<file path="config.mk">
export PLATFORM = sky130hd
export DESIGN_NAME = mbox_irq_unit
export DESIGN_NICKNAME = d
export VERILOG_FILES = /design/src/rtl/mbox_pkg.sv /design/src/rtl/mbox_ctrl.sv /design/src/rtl/mbox_datapath.sv /design/src/rtl/mbox_irq_unit.sv
export SDC_FILE = /design/constraint.sdc
export NUM_CORES = 1
export LEC_CHECK = 0
export BUFFER_PORTS_ARGS = -buffer_cell sky130_fd_sc_hd__buf_2
export CAP_MARGIN = 20
export CORE_MARGIN = 2
export CORE_UTILIZATION = 25
export CTS_BUF_LIST = sky130_fd_sc_hd__clkbuf_8
export DETAILED_ROUTE_END_ITERATION = 7
export PLACE_DENSITY = 0.52
export SLEW_MARGIN = 10
export SYNTH_ARGS = -nofsm -noshare
export SYNTH_HDL_FRONTEND = slang
export SYNTH_HIERARCHICAL = 1
export SYNTH_SLANG_ARGS = --single-unit
</file>
<file path="constraint.sdc">
create_clock -name clk -period 3.05 [get_ports clk]
set_input_delay 0.61 -clock clk [delete_from_list [all_inputs] [get_ports clk]]
set_output_delay 0.61 -clock clk [all_outputs]
set_load 0.01 [all_outputs]
</file>
<file path="src/rtl/mbox_pkg.sv">
package mbox_pkg;
  localparam int MSGS = 2;

  localparam int A_IMSG = 0;
  localparam int A_OMSG = A_IMSG + MSGS;
  localparam int A_IDB  = A_OMSG + MSGS;
  localparam int A_ODB  = A_IDB + 1;
  localparam int A_STAT = A_ODB + 1;
  localparam int A_MASK = A_STAT + 1;
  localparam int NUM_WORDS = A_MASK + 1;

  localparam int B_DB    = 3;
  localparam int B_MCHK  = 4;
  localparam int B_PQ    = 5;
  localparam int B_POVF  = 7;
  localparam int B_FOVF  = 8;
  localparam int MIN_DW  = B_FOVF + 1;

  typedef struct packed {
    logic [MSGS-1:0] hostWrImsg;
    logic [MSGS-1:0] lclWrOmsg;
    logic hostSetIdb;
    logic lclClrIdb;
    logic lclSetOdb;
    logic hostClrOdb;
    logic hostClrStat;
    logic lclClrStat;
    logic hostWrMask;
    logic lclWrMask;
    logic hostRdEn;
    logic lclRdEn;
  } mbox_strb_t;
endpackage

</file>
<file path="src/rtl/mbox_ctrl.sv">
module mbox_ctrl
  import mbox_pkg::*;
#(
  parameter int ADDR_W = 3
) (
  input  logic [ADDR_W-1:0] hostAddr,
  input  logic              hostWr,
  input  logic              hostRd,
  input  logic [ADDR_W-1:0] lclAddr,
  input  logic              lclWr,
  input  logic              lclRd,
  output mbox_strb_t        strb
);
  function automatic logic hit(input logic [ADDR_W-1:0] a, input int idx);
    return a == ADDR_W'(idx);
  endfunction

  always_comb begin
    strb = '0;
    for (int i = 0; i < MSGS; i++) begin
      strb.hostWrImsg[i] = hostWr && hit(hostAddr, A_IMSG + i);
      strb.lclWrOmsg[i]  = lclWr && hit(lclAddr, A_OMSG + i);
    end
    strb.hostSetIdb  = hostWr && hit(hostAddr, A_IDB);
    strb.hostClrOdb  = hostWr && hit(hostAddr, A_ODB);
    strb.hostClrStat = hostWr && hit(hostAddr, A_STAT);
    strb.hostWrMask  = hostWr && hit(hostAddr, A_MASK);
    strb.lclClrIdb   = lclWr && hit(lclAddr, A_IDB);
    strb.lclSetOdb   = lclWr && hit(lclAddr, A_ODB);
    strb.lclClrStat  = lclWr && hit(lclAddr, A_STAT);
    strb.lclWrMask   = lclWr && hit(lclAddr, A_MASK);
    strb.hostRdEn    = hostRd;
    strb.lclRdEn     = lclRd;
  end
endmodule

</file>
<file path="src/rtl/mbox_datapath.sv">
module mbox_datapath
  import mbox_pkg::*;
#(
  parameter int DATA_W = 32,
  parameter int ADDR_W = 3,
  parameter int LCL_ODB_BITS = 29
) (
  input  logic              clk,
  input  logic              rstN,
  input  mbox_strb_t        strb,
  input  logic [ADDR_W-1:0] hostAddr,
  input  logic [DATA_W-1:0] hostWdata,
  input  logic [ADDR_W-1:0] lclAddr,
  input  logic [DATA_W-1:0] lclWdata,
  input  logic              opqNotEmpty,
  input  logic              ipqNotEmpty,
  input  logic              ipqOverflow,
  input  logic              ifqOverflow,
  output logic [DATA_W-1:0] hostRdData,
  output logic [DATA_W-1:0] lclRdData,
  output logic              hostIrq,
  output logic              lclIrq
);
  localparam logic [DATA_W-1:0] OUT_DEF = DATA_W'((1 << B_PQ) | (1 << B_DB) | ((1 << MSGS) - 1));
  localparam logic [DATA_W-1:0] IN_DEF  = DATA_W'((1 << B_FOVF) | (1 << B_POVF) | (1 << B_PQ) |
                                                 (1 << B_MCHK) | (1 << B_DB) | ((1 << MSGS) - 1));
  localparam logic [DATA_W-1:0] LCL_ODB_KEEP = DATA_W'((64'd1 << LCL_ODB_BITS) - 64'd1);

  logic [DATA_W-1:0] inMsg  [MSGS];
  logic [DATA_W-1:0] outMsg [MSGS];
  logic [MSGS-1:0]   inMsgSt, outMsgSt;
  logic [DATA_W-1:0] inDb, outDb, inMask, outMask;
  logic [DATA_W-1:0] inStat, outStat;

  for (genvar g = 0; g < MSGS; g++) begin : gMsg
    always_ff @(posedge clk) begin
      if (!rstN) begin
        inMsg[g]    <= '0;
        outMsg[g]   <= '0;
        inMsgSt[g]  <= 1'b0;
        outMsgSt[g] <= 1'b0;
      end else begin
        if (strb.hostWrImsg[g]) inMsg[g] <= hostWdata;
        if (strb.lclWrOmsg[g])  outMsg[g] <= lclWdata;
        if (strb.hostWrImsg[g])                        inMsgSt[g] <= 1'b1;
        else if (strb.lclClrStat && lclWdata[g])       inMsgSt[g] <= 1'b0;
        if (strb.lclWrOmsg[g])                         outMsgSt[g] <= 1'b1;
        else if (strb.hostClrStat && hostWdata[g])     outMsgSt[g] <= 1'b0;
      end
    end


    msg_status_set_chk: assert property (@(posedge clk) disable iff (!rstN)
      strb.hostWrImsg[g] |=> inMsgSt[g]);
  end

  always_ff @(posedge clk) begin
    if (!rstN) begin
      inDb    <= '0;
      outDb   <= '0;
      inMask  <= IN_DEF;
      outMask <= OUT_DEF;
    end else begin
      inDb  <= (inDb & ~(strb.lclClrIdb ? lclWdata : '0)) |
               (strb.hostSetIdb ? hostWdata : '0);
      outDb <= (outDb & ~(strb.hostClrOdb ? hostWdata : '0)) |
               (strb.lclSetOdb ? (lclWdata & LCL_ODB_KEEP) : '0);
      if (strb.lclWrMask)  inMask  <= lclWdata & IN_DEF;
      if (strb.hostWrMask) outMask <= hostWdata & OUT_DEF;
    end
  end

  always_comb begin
    outStat = '0;
    outStat[MSGS-1:0] = outMsgSt;
    outStat[B_DB]     = |outDb;
    outStat[B_PQ]     = opqNotEmpty;
    inStat = '0;
    inStat[MSGS-1:0]  = inMsgSt;
    inStat[B_DB]      = |inDb[DATA_W-2:0];
    inStat[B_MCHK]    = inDb[DATA_W-1];
    inStat[B_PQ]      = ipqNotEmpty;
    inStat[B_POVF]    = ipqOverflow;
    inStat[B_FOVF]    = ifqOverflow;
  end

  always_ff @(posedge clk) begin
    if (!rstN) begin
      hostIrq <= 1'b0;
      lclIrq  <= 1'b0;
    end else begin
      hostIrq <= |(outStat & ~outMask);
      lclIrq  <= |(inStat & ~inMask);
    end
  end

  function automatic logic [DATA_W-1:0] pick(input logic [ADDR_W-1:0] a,
                                             input logic [DATA_W-1:0] st,
                                             input logic [DATA_W-1:0] mk);
    logic [DATA_W-1:0] v;
    v = '0;
    for (int i = 0; i < MSGS; i++) begin
      if (a == ADDR_W'(A_IMSG + i)) v = inMsg[i];
      if (a == ADDR_W'(A_OMSG + i)) v = outMsg[i];
    end
    if (a == ADDR_W'(A_IDB))  v = inDb;
    if (a == ADDR_W'(A_ODB))  v = outDb;
    if (a == ADDR_W'(A_STAT)) v = st;
    if (a == ADDR_W'(A_MASK)) v = mk;
    return v;
  endfunction

  always_ff @(posedge clk) begin
    if (!rstN) begin
      hostRdData <= '0;
      lclRdData  <= '0;
    end else begin
      if (strb.hostRdEn) hostRdData <= pick(hostAddr, outStat, outMask);
      if (strb.lclRdEn)  lclRdData  <= pick(lclAddr, inStat, inMask);
    end
  end


  host_db_set_chk: assert property (@(posedge clk) disable iff (!rstN)
    strb.hostSetIdb |=> ((inDb & $past(hostWdata)) == $past(hostWdata)));


  odb_top_bits_chk: assert property (@(posedge clk) disable iff (!rstN)
    (outDb & ~LCL_ODB_KEEP) == '0);


  mask_reserved_chk: assert property (@(posedge clk) disable iff (!rstN)
    ((inMask & ~IN_DEF) == '0) && ((outMask & ~OUT_DEF) == '0));


  host_masked_quiet_chk: assert property (@(posedge clk) disable iff (!rstN)
    (outMask == OUT_DEF) |=> !hostIrq);


  lcl_masked_quiet_chk: assert property (@(posedge clk) disable iff (!rstN)
    (inMask == IN_DEF) |=> !lclIrq);
endmodule

</file>
<file path="src/rtl/mbox_irq_unit.sv">
module mbox_irq_unit
  import mbox_pkg::*;
#(
  parameter int DATA_W = 32,
  parameter int ADDR_W = 3,
  parameter int LCL_ODB_BITS = 29
) (
  input  logic              clk,
  input  logic              rstN,
  input  logic [ADDR_W-1:0] hostAddr,
  input  logic [DATA_W-1:0] hostWdata,
  input  logic              hostWr,
  input  logic              hostRd,
  output logic [DATA_W-1:0] hostRdData,
  input  logic [ADDR_W-1:0] lclAddr,
  input  logic [DATA_W-1:0] lclWdata,
  input  logic              lclWr,
  input  logic              lclRd,
  output logic [DATA_W-1:0] lclRdData,
  input  logic              opqNotEmpty,
  input  logic              ipqNotEmpty,
  input  logic              ipqOverflow,
  input  logic              ifqOverflow,
  output logic              hostIrq,
  output logic              lclIrq
);
  mbox_strb_t strb;

  initial begin
    if (DATA_W < MIN_DW || (1 << ADDR_W) < NUM_WORDS || LCL_ODB_BITS > DATA_W)
      $error("mbox_irq_unit: parameter out of range");
  end

  mbox_ctrl #(.ADDR_W(ADDR_W)) uCtrl (
    .hostAddr(hostAddr), .hostWr(hostWr), .hostRd(hostRd),
    .lclAddr(lclAddr), .lclWr(lclWr), .lclRd(lclRd), .strb(strb)
  );

  mbox_datapath #(.DATA_W(DATA_W), .ADDR_W(ADDR_W), .LCL_ODB_BITS(LCL_ODB_BITS)) uData (
    .clk(clk), .rstN(rstN), .strb(strb),
    .hostAddr(hostAddr), .hostWdata(hostWdata),
    .lclAddr(lclAddr), .lclWdata(lclWdata),
    .opqNotEmpty(opqNotEmpty), .ipqNotEmpty(ipqNotEmpty),
    .ipqOverflow(ipqOverflow), .ifqOverflow(ifqOverflow),
    .hostRdData(hostRdData), .lclRdData(lclRdData),
    .hostIrq(hostIrq), .lclIrq(lclIrq)
  );
endmodule

</file>
After elaboration in Yosys (flattened, before gate mapping)

Memories as Yosys holds them, arrays and structs flattened.
Index checks and enable logic that the tools add are counted.

Register bits after elaboration: 145
Memory bits (writable): 128
Input port bits: 80
Memories: 2

Memory list:

| memory       | depth | bits a word | read ports | clocked after Yosys merged registers in | write ports | RTL line            | source |
|---|---|---|---|---|---|---|---|
| uData.inMsg  | 2     | 32          | 2          | 0                                       | 2           | mbox_datapath.sv:29 | `logic [DATA_W-1:0] inMsg [MSGS];` |
| uData.outMsg | 2     | 32          | 2          | 0                                       | 2           | mbox_datapath.sv:30 | `logic [DATA_W-1:0] outMsg [MSGS];` |

Equality and inequality tests: 14
Muxes and demuxes: 45
Bitwise operators: 14
Reductions and logical operators: 26

Operators with widths:

| kind               | number |
|---|---|
| $mux 32            | 23 |
| $reduce_or 32->1   | 3 |
| $and 32x32->32     | 2 |
| $not 32->32        | 2 |
| $or 32x32->32      | 2 |
| $and 6x32->32      | 1 |
| $and 9x32->32      | 1 |
| $not 6->32         | 1 |
| $not 9->32         | 1 |
| $reduce_or 31->1   | 1 |
| $mux 29            | 1 |
| $eq 3x3->1 const B | 8 |
| $mux 1             | 21 |
| $logic_and 1x1->1  | 16 |
| $eq 3x2->1 const B | 4 |
| $reduce_bool 2->1  | 4 |
| $eq 3x1->1 const B | 2 |
| $logic_not 3->1    | 2 |
| $or 1x1->1         | 4 |

Longest topological paths before layout

Depth after elaboration: 9
Gate-level depth with buffers: 7
Depth with buffers taken out: 4

Hierarchy

The synthesis kept the hierarchy.

Modules (own cells, without submodules):

| module        | times used | cells each | area an instance (µm²) |
|---|---|---|---|
| mbox_datapath | 1          | 1311       | 13346.6 |
| mbox_ctrl     | 1          | 14         | 151.4 |

Worst setup path before layout

No wires, ideal clock.

Kind: input-to-reg
Start: in hostAddr[2]
End: mem uData.inMsg[0][0] (enable)
Library setup time: 0.394 ns
Data arrival time: 1.917 ns
Slack: 0.739 ns
Stages on the path: 2
Path buffers: 0
Cell sequence: nor4b_2 -> nand2b_1

RTL lines:

| what            | RTL line            | source |
|---|---|---|
| start, declared | mbox_irq_unit.sv:10 | `input logic [ADDR_W-1:0] hostAddr,` |
| end, declared   | mbox_datapath.sv:29 |  |

Worst setup path in the final report

Start: reg uData.inDb[19]
End: reg uData.lclIrq

Cells in the longest elaborated chain, start to end: 3

RTL lines:

| what                   | RTL line            | source |
|---|---|---|
| start, declared        | mbox_datapath.sv:32 | `logic [DATA_W-1:0] inDb, outDb, inMask, outMask;` |
| start signal, assigned | mbox_datapath.sv:64 | `inDb <= (inDb & ~(strb.lclClrIdb ? lclWdata : '0)) \|` |
| $reduce_or 31->1       | mbox_datapath.sv:80 | `inStat[B_DB] = \|inDb[DATA_W-2:0];` |
| $and 9x32->32          | mbox_datapath.sv:93 | `lclIrq <= \|(inStat & ~inMask);` |
| $reduce_or 32->1       | mbox_datapath.sv:93 |  |
| end signal, assigned   | mbox_datapath.sv:93 |  |
| end, declared          | mbox_datapath.sv:22 | `output logic lclIrq` |

No other way between the ends.
A chain may end at the register's enable or synchronous reset.

==> results.toml <==
[floorplanning]
placement_rows = 85
core_area_mm2 = 0.0536
initial_utilization_pct = 25.2
dieArea_mm2 = 0.0559
die_x_um = 236
die_h_um = 236
pin_count = 146

[final_layout]
nNetsFinal = 1524
synthToLayoutAreaGrowth_pct = 18.4
fin_util_pct = 29.8
drive_above_1_share_pct = 20.9
regArea_mm2 = 0.00675
multi_input_area_mm2 = 0.00615
fillerInstances = 5607

[sta]
finalHoldViolCount = 0
setup_tns_ns = 0
period_share_pct = 72.1
fmax_mhz = 455
setup_viol = 0
skew_ns = 0.0294
maxSlewViolCount = 0
max-slew-margin-rel_pct = 26.5
worstMarginPinSlew_ns = 1.10
min_period_ns = 2.20
rsz0062_at_grt = "no"

[outcome]
outcome = "completed"

[logic_synthesis]
syn-instance-count = 1325
postSynthNetCount = 1405
syn_area_mm2 = 0.0135
synthFlopType = "dfxtp_1"
async_flop_share_pct = 0
synth_area_leaders = "edfxtp_1 28%, dfxtp_1 22%, and3_1 5.9%"
synth_warnings = 6
synth_area_per_cell_um2 = 10.2
synth_edf_count = 128
ys_seq_area_share_pct = 50.0
synth_area_leader_cell = "edfxtp_1"
synth_top_area_share_pct = 28.5
ys_ff_latch = 273
synth.distinct_cells = 61

[global_routing]
grt_overflow_total = 0
antenna_found_initial = 3
met2_usage_pct = 29.2
grt_pass1_vias = 11500
grt.busiest_layer = "met2"
grt_max_degree = 68
met1_usage_pct = 26.6
met3_usage_pct = 3.70
grt_pass1_wl_um = 79400
grt.total_usage_pct = 19.0

[worst_setup_path]
crit_slowest_cell = "nor4_1"
worstPathCellList = "nor4_1, nand4_1, o31a_1, o41a_1"
r2r_cells = 4
endpoint_kind = "register"
cp_top_family = "simple AND/OR/NAND/NOR gates"
cp_max_fo = 4
worstReg2RegStart = "uData/inDb[19]"
timing.rr.end = "uData/lclIrq"
crit_type = "register to register"
required_ns = 3.55
rrSetupSlack_ns = 0.85
critPathLaunchType = "register"
slowest_delay_ns = 0.50
crit_arrival_ns = 2.69
crit_buf_inv = 0

[worst_hold_path]
whs_path_depth = 2
hold_path_class = "input port to register"
hold_end = "uData/outDb[30]"
holdCritStartpoint = "hostWdata[30]"

[routing]
ant_nets = 0
first_iter_violations = 1411
wl_per_cell_um = 25.1
drt_wl_total_um = 54700
drc = 0
vias_per_cell = 5.44
via_count = 11900
first_pass_iters = 5

[clocking]
tritoncts = "yes"
cts_buffers = 51
cts_sinks = 273
ctsResizeCount = 0
clockBufferDepth = 3
htreeDepth = 2
cts_setup_buffers = 0
cts_hold_buf = 0
clkTransAtPathRegs_ns = 0.06
clock_latency_ns = 0.63
cts-root-buf = "clkbuf_8"

[placed_design]
hpwl_um = 34900
port-buffer-count = 145
place.gp.congestion = 0.805

[pwr]
power_density_mw_per_mm2 = 544
switchingPower_mw = 2.46
sw_frac_of_total_pct = 28.2
power.internal_mw = 6.24
p_leak_nw = 6.55
clkPwrFrac_pct = 39.3
peakVddDrop_v = 0.000259
p_comb_share_pct = 12.8
pwr-share-seq_pct = 47.9

[job]
maxCapViolCount = 0
[synth_stat cells (8+ instances only)]
master / instances
dfxtp_1: 145
and3_1: 128
edfxtp_1: 128
nand2_1: 109
a22oi_1: 92
a22o_1: 80
clkbuf_1: 72
nor2b_1: 72
nor2_1: 63
a21oi_1: 43
buf_2: 37
o22ai_1: 34
o21ai_0: 29
o21ai_1: 29
o21a_1: 28
a222oi_1: 26
a21o_1: 25
mux2_1: 19
mux2i_1: 19
mux2_2: 16
nor4_1: 16
inv_1: 13
buf_1: 9
nand2b_1: 8
[cell type report]
cell class,instances,area share (%)
clock inverter,33,0.830
antenna,1,0.0157
sequential,273,42.2
multi-input combinational,909,38.5
timing repair buffer,195,7.39
inverter,14,0.329
tap,696,5.45
clock buffer,61,5.25
[kinds of logic (layout without fill, tap and decap cells)]
| family | count (synthesis) | count (layout) | synth area share [%] |
|---|---|---|---|
| multiplexers | 61 | 61 | 5.50 |
| other | 0 | 1 | 0 |
| flip-flops | 273 | 273 | 50.0 |
| AO/OA/AOI/OAI | 418 | 418 | 22.5 |
| buffers and inverters | 143 | 303 | 4.74 |
| AND/OR/NAND/NOR | 430 | 430 | 17.3 |
[power by group through the flow]
stage	Sequential, mW	Combinational [mW]	Clock [mW]
global route	4.18	1.19	3.66
finish	4.16	1.12	3.42
detailed placement	4.23	1.10	0
global placement	4.23	1.09	0
CTS	4.16	1.10	3.49
floorplan	4.20	0.626	0
[cells in the final DEF, fill, tap and decap left out, drive strengths merged, types with 34 or more instances in the layout]
cell    synthesis  final
dfxtp         145    145
and3          128    128
nor2b          72     72
mux2           35     35
a22o           80     80
a22oi          92     92
inv            14     36
o21ai          58     58
nand2         110    110
a21oi          44     44
buf            57    195
nor2           65     65
clkbuf         72     61
o22ai          34     34
edfxtp        128    128
[worst max-delay path by stage]
stage / end / depth (start not counted) / slack (ns) / start
floorplan: uData/inMsg[0][0] / 2 / 0.74 / hostAddr[2]
global placement: uData/lclRdData[15] / 7 / 0.59 / lclAddr[0]
detailed placement: uData/hostRdData[7] / 5 / 0.57 / hostAddr[0]
CTS: uData/lclIrq / 4 / 0.87 / uData/inDb[19]
global route: uData/lclIrq / 4 / 0.88 / uData/inDb[19]
finish: uData/lclIrq / 4 / 0.85 / uData/inDb[19]
[sequential cells by signal (all words and copies together) (netlist names)]
signal / flops
uData/lclRdData: 32
uData/inMsg: 64
uData/outMsgSt: 2
uData/inMsgSt: 2
uData/hostRdData: 32
uData/outMask: 4
uData/outDb: 32
uData/hostIrq: 1
uData/outMsg: 64
uData/inMask: 7
uData/lclIrq: 1
uData/inDb: 32
[worst register-to-register path: stages, from the launching register on]
cell and delay [ns]:
dfxtp_1 0.35, nor4_1 0.50, nand4_1 0.43, o31a_1 0.47
o41a_1 0.32
[per-stage QoR]
| stage | worst slack (ns) | cells | hold slack (ns) | area (um^2) | power [mW] |
|---|---|---|---|---|---|
| after global placement | 0.589 | 2087 | 0.437 | 15000 | 5.32 |
| after floorplan | 0.739 | 1325 | 0.435 | 13500 | 4.83 |
| after global routing | 0.878 | 2182 | 0.193 | 16000 | 9.03 |
| final | 0.851 | 2182 | 0.229 | 16000 | 8.69 |
| after detailed placement | 0.571 | 2087 | 0.435 | 15000 | 5.33 |
| after CTS | 0.869 | 2181 | 0.178 | 16000 | 8.76 |
[metal layers]
layer | wire length [um] | part of all wire (%)
met1 | 24400 | 45
met2 | 24200 | 44
met3 | 4590 | 8.4
met4 | 1490 | 2.7
met5 | 16 | 0.029
Power figures use the tool's default switching activity.
